==> src/rtl/dec_fwd_pkg.sv <==
package dec_fwd_pkg;
  localparam int unsigned REG_W_DEF  = 4;
  localparam int unsigned DATA_W_DEF = 64;
  localparam int unsigned OP_W_DEF   = 4;
  localparam int unsigned LOAD_OP_DEF = 5;

  typedef struct packed {
    logic stall_fetch;
    logic stall_dec;
    logic bubble_ex;
  } hz_ctrl_t;
endpackage

==> src/rtl/fwd_operand_mux.sv <==
module fwd_operand_mux #(
  parameter int unsigned REG_W  = dec_fwd_pkg::REG_W_DEF,
  parameter int unsigned DATA_W = dec_fwd_pkg::DATA_W_DEF
) (
  input  logic [REG_W-1:0]  src_i,
  input  logic [DATA_W-1:0] rf_i,
  input  logic [REG_W-1:0]  mem_dst_i,
  input  logic [DATA_W-1:0] mem_val_i,
  input  logic [REG_W-1:0]  wb_dst_i,
  input  logic [DATA_W-1:0] wb_val_i,
  output logic [DATA_W-1:0] opnd_o
);
  localparam logic [REG_W-1:0] REG_NONE = '1;

  logic src_none, mem_hit, wb_hit;

  assign src_none = (src_i == REG_NONE);
  assign mem_hit  = (mem_dst_i != REG_NONE) && (src_i == mem_dst_i);
  assign wb_hit   = (wb_dst_i  != REG_NONE) && (src_i == wb_dst_i);

  // memory stage is younger, so it wins over writeback
  always_comb begin
    if (src_none)     opnd_o = '0;
    else if (mem_hit) opnd_o = mem_val_i;
    else if (wb_hit)  opnd_o = wb_val_i;
    else              opnd_o = rf_i;
  end

  always_comb begin
    if (src_none) a_r1_none_zero: assert (opnd_o == '0);
    if (!src_none && mem_hit) a_r2_mem_first: assert (opnd_o == mem_val_i);
    if (!src_none && !mem_hit && !wb_hit) a_r4_rf_path: assert (opnd_o == rf_i);
  end
endmodule

==> src/rtl/load_use_detect.sv <==
module load_use_detect #(
  parameter int unsigned REG_W   = dec_fwd_pkg::REG_W_DEF,
  parameter int unsigned OP_W    = dec_fwd_pkg::OP_W_DEF,
  parameter int unsigned NUM_SRC = 2,
  parameter int unsigned LOAD_OP = dec_fwd_pkg::LOAD_OP_DEF
) (
  input  logic [NUM_SRC-1:0][REG_W-1:0] src_i,
  input  logic [OP_W-1:0]               ex_op_i,
  input  logic [REG_W-1:0]              ex_dst_i,
  output logic                          load_use_o,
  output dec_fwd_pkg::hz_ctrl_t         ctrl_o
);
  localparam logic [REG_W-1:0] REG_NONE = '1;
  localparam logic [OP_W-1:0]  OP_LOAD  = OP_W'(LOAD_OP);

  logic                ex_is_load;
  logic [NUM_SRC-1:0]  src_hit;

  assign ex_is_load = (ex_op_i == OP_LOAD) && (ex_dst_i != REG_NONE);

  // any source match counts, consumed or not
  for (genvar g = 0; g < NUM_SRC; g++) begin : g_src
    assign src_hit[g] = ex_is_load && (src_i[g] == ex_dst_i);
  end

  assign load_use_o         = |src_hit;
  assign ctrl_o.stall_fetch = load_use_o;
  assign ctrl_o.stall_dec   = load_use_o;
  assign ctrl_o.bubble_ex   = load_use_o;

  always_comb begin
    if (ex_dst_i == REG_NONE) a_r6_none_no_hazard: assert (!load_use_o);
    if (ex_op_i != OP_LOAD) a_r9_nonload_quiet: assert (ctrl_o == '0);
  end
endmodule

==> src/rtl/dec_fwd_interlock.sv <==
module dec_fwd_interlock #(
  parameter int unsigned REG_W   = dec_fwd_pkg::REG_W_DEF,
  parameter int unsigned DATA_W  = dec_fwd_pkg::DATA_W_DEF,
  parameter int unsigned OP_W    = dec_fwd_pkg::OP_W_DEF,
  parameter int unsigned LOAD_OP = dec_fwd_pkg::LOAD_OP_DEF
) (
  input  logic [REG_W-1:0]  src_a_i,
  input  logic [REG_W-1:0]  src_b_i,
  input  logic [DATA_W-1:0] rf_a_i,
  input  logic [DATA_W-1:0] rf_b_i,
  input  logic [REG_W-1:0]  mem_dst_i,
  input  logic [DATA_W-1:0] mem_val_i,
  input  logic [REG_W-1:0]  wb_dst_i,
  input  logic [DATA_W-1:0] wb_val_i,
  input  logic [OP_W-1:0]   ex_op_i,
  input  logic [REG_W-1:0]  ex_dst_i,
  output logic [DATA_W-1:0] opnd_a_o,
  output logic [DATA_W-1:0] opnd_b_o,
  output logic              load_use_o,
  output logic              stall_fetch_o,
  output logic              stall_dec_o,
  output logic              bubble_ex_o
);
  localparam int unsigned NUM_SRC = 2;

  logic [NUM_SRC-1:0][REG_W-1:0]  src_vec;
  logic [NUM_SRC-1:0][DATA_W-1:0] rf_vec;
  logic [NUM_SRC-1:0][DATA_W-1:0] opnd_vec;
  dec_fwd_pkg::hz_ctrl_t          ctrl;

  assign src_vec = {src_b_i, src_a_i};
  assign rf_vec  = {rf_b_i, rf_a_i};

  for (genvar g = 0; g < NUM_SRC; g++) begin : g_opnd
    fwd_operand_mux #(.REG_W(REG_W), .DATA_W(DATA_W)) u_mux (
      .src_i     (src_vec[g]),
      .rf_i      (rf_vec[g]),
      .mem_dst_i (mem_dst_i),
      .mem_val_i (mem_val_i),
      .wb_dst_i  (wb_dst_i),
      .wb_val_i  (wb_val_i),
      .opnd_o    (opnd_vec[g])
    );
  end

  load_use_detect #(
    .REG_W(REG_W), .OP_W(OP_W), .NUM_SRC(NUM_SRC), .LOAD_OP(LOAD_OP)
  ) u_detect (
    .src_i      (src_vec),
    .ex_op_i    (ex_op_i),
    .ex_dst_i   (ex_dst_i),
    .load_use_o (load_use_o),
    .ctrl_o     (ctrl)
  );

  assign opnd_a_o      = opnd_vec[0];
  assign opnd_b_o      = opnd_vec[1];
  assign stall_fetch_o = ctrl.stall_fetch;
  assign stall_dec_o   = ctrl.stall_dec;
  assign bubble_ex_o   = ctrl.bubble_ex;

  always_comb begin
    a_r9_ctrl_agree: assert (stall_fetch_o == load_use_o && stall_dec_o == load_use_o
                             && bubble_ex_o == load_use_o);
    if (src_a_i == src_b_i) a_r5_same_src_same_opnd: assert (opnd_a_o == opnd_b_o
                                                             || rf_a_i != rf_b_i);
  end
endmodule

==> config.mk <==
export PLATFORM = sky130hd
export DESIGN_NAME = dec_fwd_interlock
export DESIGN_NICKNAME = d
export VERILOG_FILES = /design/src/rtl/dec_fwd_pkg.sv /design/src/rtl/fwd_operand_mux.sv /design/src/rtl/load_use_detect.sv /design/src/rtl/dec_fwd_interlock.sv
export SDC_FILE = /design/constraint.sdc
export NUM_CORES = 1
export LEC_CHECK = 0
export BUFFER_PORTS_ARGS = -buffer_cell sky130_fd_sc_hd__buf_4
export CELL_PAD_IN_SITES_DETAIL_PLACEMENT = 1
export CELL_PAD_IN_SITES_GLOBAL_PLACEMENT = 1
export CORE_AREA = 2 2 159 161
export DETAILED_ROUTE_END_ITERATION = 7
export DIE_AREA = 0 0 161 163
export PLACE_DENSITY_LB_ADDON = 0.2
export SETUP_SLACK_MARGIN = 0.2
export SLEW_MARGIN = 40
export SYNTH_ARGS = -nofsm -noshare
export SYNTH_HDL_FRONTEND = slang
export SYNTH_SLANG_ARGS = --single-unit
export TNS_END_PERCENT = 20
==> constraint.sdc <==
create_clock -name vclk -period 5.2
set_input_delay 1.04 -clock vclk [all_inputs]
set_output_delay 1.04 -clock vclk [all_outputs]
set_load 0.05 [all_outputs]
==> results.py <==
metrics = {
    "logic_synthesis": {
        "ys_types": 27,
        "yosysSeqAreaShare": 0,
        "synth_area_sq_um": 4068,
        "synth_top_area_cell": "a311oi_1",
        "synthTopCellsByArea": "a311oi_1 (28%), nand3_1 (16%), nor3_1 (16%)",
        "synth_cells": 673,
        "syn_nets": 953,
        "synth.avg_cell_area_sq_um": 6.044,
        "synth_top_area_frac": 0.2756,
        "yosys_warnings": 0,
    },
    "flow_run": {
        "cap_violations": 0,
    },
    "timing": {
        "slew_headroom": 0.4252,
        "fin_crit_ns": 4.327,
        "hold_viol_final": 0,
        "fmax_mhz": 231.1,
        "setup_viol": 0,
        "rsz0062_at_grt": "false",
        "tightest_slew_ns": 0.8622,
        "post-route-period-util": 0.8321,
        "setup_tns_ns": 0,
        "final_max_slew_viol_count": 0,
    },
    "clocking": {
        "cts_setup_buffers": 0,
        "ctsResizeCount": 0,
        "holdBufCountCts": 0,
    },
    "outcome": {
        "status": "finished, final reports clean",
    },
    "route": {
        "firstDrtPassIters": 5,
        "final_antenna_net_count": 0,
        "drc": 0,
        "vias": 7394,
        "routed_wl_mm": 33.12,
        "vias_per_cell": 5.564,
        "wl_per_cell_microns": 24.92,
        "drt-initial-drc-count": 546,
    },
    "pwr": {
        "switching_share": 0.6745,
        "p_sw_w": 0.0008855,
        "ir_worst_vdd_mv": 0.08254,
        "p_int_w": 0.0004272,
        "p_per_area_nw_per_um2": 180.2,
        "p_seq_frac": 0,
        "leakage_nw": 2.720,
        "combPwrFrac": 1.000,
        "pwr-share-clk": 0,
    },
    "worst_setup_path": {
        "crit_path_frequent_cell": "buf_4",
        "crit_type": "primary input to primary output",
        "cp_max_fo": 35,
        "cp_cell_sequence": "buf_4 -> xnor2_1 -> nand3_4 -> or2_2 -> buf_4 -> a311oi_1 -> buf_4",
        "cp-end-kind": "primary output",
        "cp_slowest_cell": "or2_2",
        "worst_setup_path_start_kind": "primary input",
        "max_stage_delay_ns": 0.60,
        "cp.required_ns": 4.16,
        "worst_ep_arrival_time_ns": 3.29,
    },
    "die": {
        "coreArea_sq_um": 24670,
        "die_w_microns": 161,
        "initial_utilization": 0.1649,
        "rows": 58,
        "io_pins": 412,
        "die_h_microns": 163,
        "dieArea_sq_um": 26240,
    },
    "final_layout": {
        "regArea_sq_um": 0,
        "seq_cells": 0,
        "syn2layout_area_growth_pct": 79.11,
        "final_cell_area_sq_um": 7286,
        "antennaDiodeCount": 0,
        "clkbuf_count": 0,
        "fin_nets": 1281,
        "drive_gt1_frac": 0.4555,
        "n_fill_cell": 3162,
    },
    "global_route": {
        "grt_pass1_wl_mm": 48.97,
        "antenna_found_initial": 0,
        "grt_pass1_vias": 7749,
        "grt_max_degree": 65,
        "grt_usage": 0.2361,
        "grt-ovfl-total": 0,
    },
    "min_path": {
        "min_path_type": "primary input to primary output",
    },
    "placed_design": {
        "gp_congestion": 0.8504,
        "dp_hpwl_mm": 24.15,
        "port_buffers": 412,
        "placed_area_sq_um": 7286,
    },
}
[worst max-delay path, delay by kind of cell]
| family | cells | cell delay [ns] |
|---|---|---|
| AOI/OAI and AO/OA | 1 | 0.40 |
| and+or+nand+nor | 2 | 0.70 |
| buffers and inverters | 3 | 0.83 |
| xor gates and xnor gates | 1 | 0.26 |
[per-stage QoR]
step           worst slack (ns)  total power [W]    util  hold WS [ns]  cells
2_1_floorplan            0.9757        0.0007900       -         2.358    673
3_5_place_dp             0.9515         0.001316  0.2953         2.525   1329
5_1_grt                  0.7831         0.001377  0.2953         2.541   1329
3_3_place_gp             0.8815         0.001317  0.2951         2.515   1329
4_1_cts                  0.9276         0.001319  0.2953         2.525   1329
6_report                 0.8730         0.001313  0.2953         2.523   1329
[cell type report]
type / count / area (sq um) / area share
multi-input combinational: 562 / 3505 / 0.4810
timing repair buffer: 437 / 3368 / 0.4623
tap: 330 / 412.9 / 0.05667
[synth_stat cells]
master and instances:
clkbuf_2 5, nand4_1 3, nand2_1 1, or3_1 2
xnor2_1 14, and4_4 1, xor2_2 1, buf_1 2
clkbuf_4 6, xor2_1 7, and4_1 2, clkbuf_1 53
o21ai_0 83, buf_6 19, and2_1 2, a311oi_1 128
or2_2 2, o21ai_1 45, nor4bb_1 1, buf_4 6
a21oi_1 3, nor2_1 4, nor3_4 2, nor3_1 128
or2_1 2, nand3_1 131, buf_2 20
[placed cells by master, fill, tap and decap left out]
cell	n
o21ai_1	45
or3_2	2
buf_12	7
or2_4	1
buf_4	430
xor2_1	7
or2_2	3
xor2_2	1
a311oi_1	128
a21oi_1	1
o21ai_0	83
nand2_1	1
nand3_1	129
nor2_4	2
xnor2_1	14
and2_1	2
nand4_1	3
nor3_1	128
a21oi_4	2
nor4bb_1	1
nor3_4	2
nor2_1	2
and4_4	3
nand3_4	2
[logic make-up after synthesis]
logic type             Yosys count  share of synthesized area
buffers and inverters          111                     0.1563
AND/OR/NAND/NOR                281                     0.3577
XOR/XNOR                        22                    0.04922
AO/OA/AOI/OAI                  259                     0.4368
[power by group through the flow]
stage	Sequential (W)	Combinational, W	Clock, W
final	0	0.00131	0
after global placement	0	0.00132	0
after detailed placement	0	0.00132	0
after CTS	0	0.00132	0
after global routing	0	0.00138	0
after floorplan	0	0.000790	0
[metal layers]
layer / up-vias / part of all wire / GRT usage
met5: - / 0 / 0
met4: 0 / 0.019 / 0.04058
met3: 37 / 0.076 / 0.04354
met2: 373 / 0.50 / 0.4350
met1: 3615 / 0.41 / 0.2885
li1: 3369 / - / -
[path summary, 6_finish.rpt]
path / from / slack [ns] / end / cells past startpoint
worst max-delay path: mem_dst_i[3] / 0.87 / opnd_a_o[14] / 7
worst min-delay path: rf_b_i[63] / 2.52 / opnd_b_o[63] / 4
Note: power is estimated with default switching activity, not from simulation.
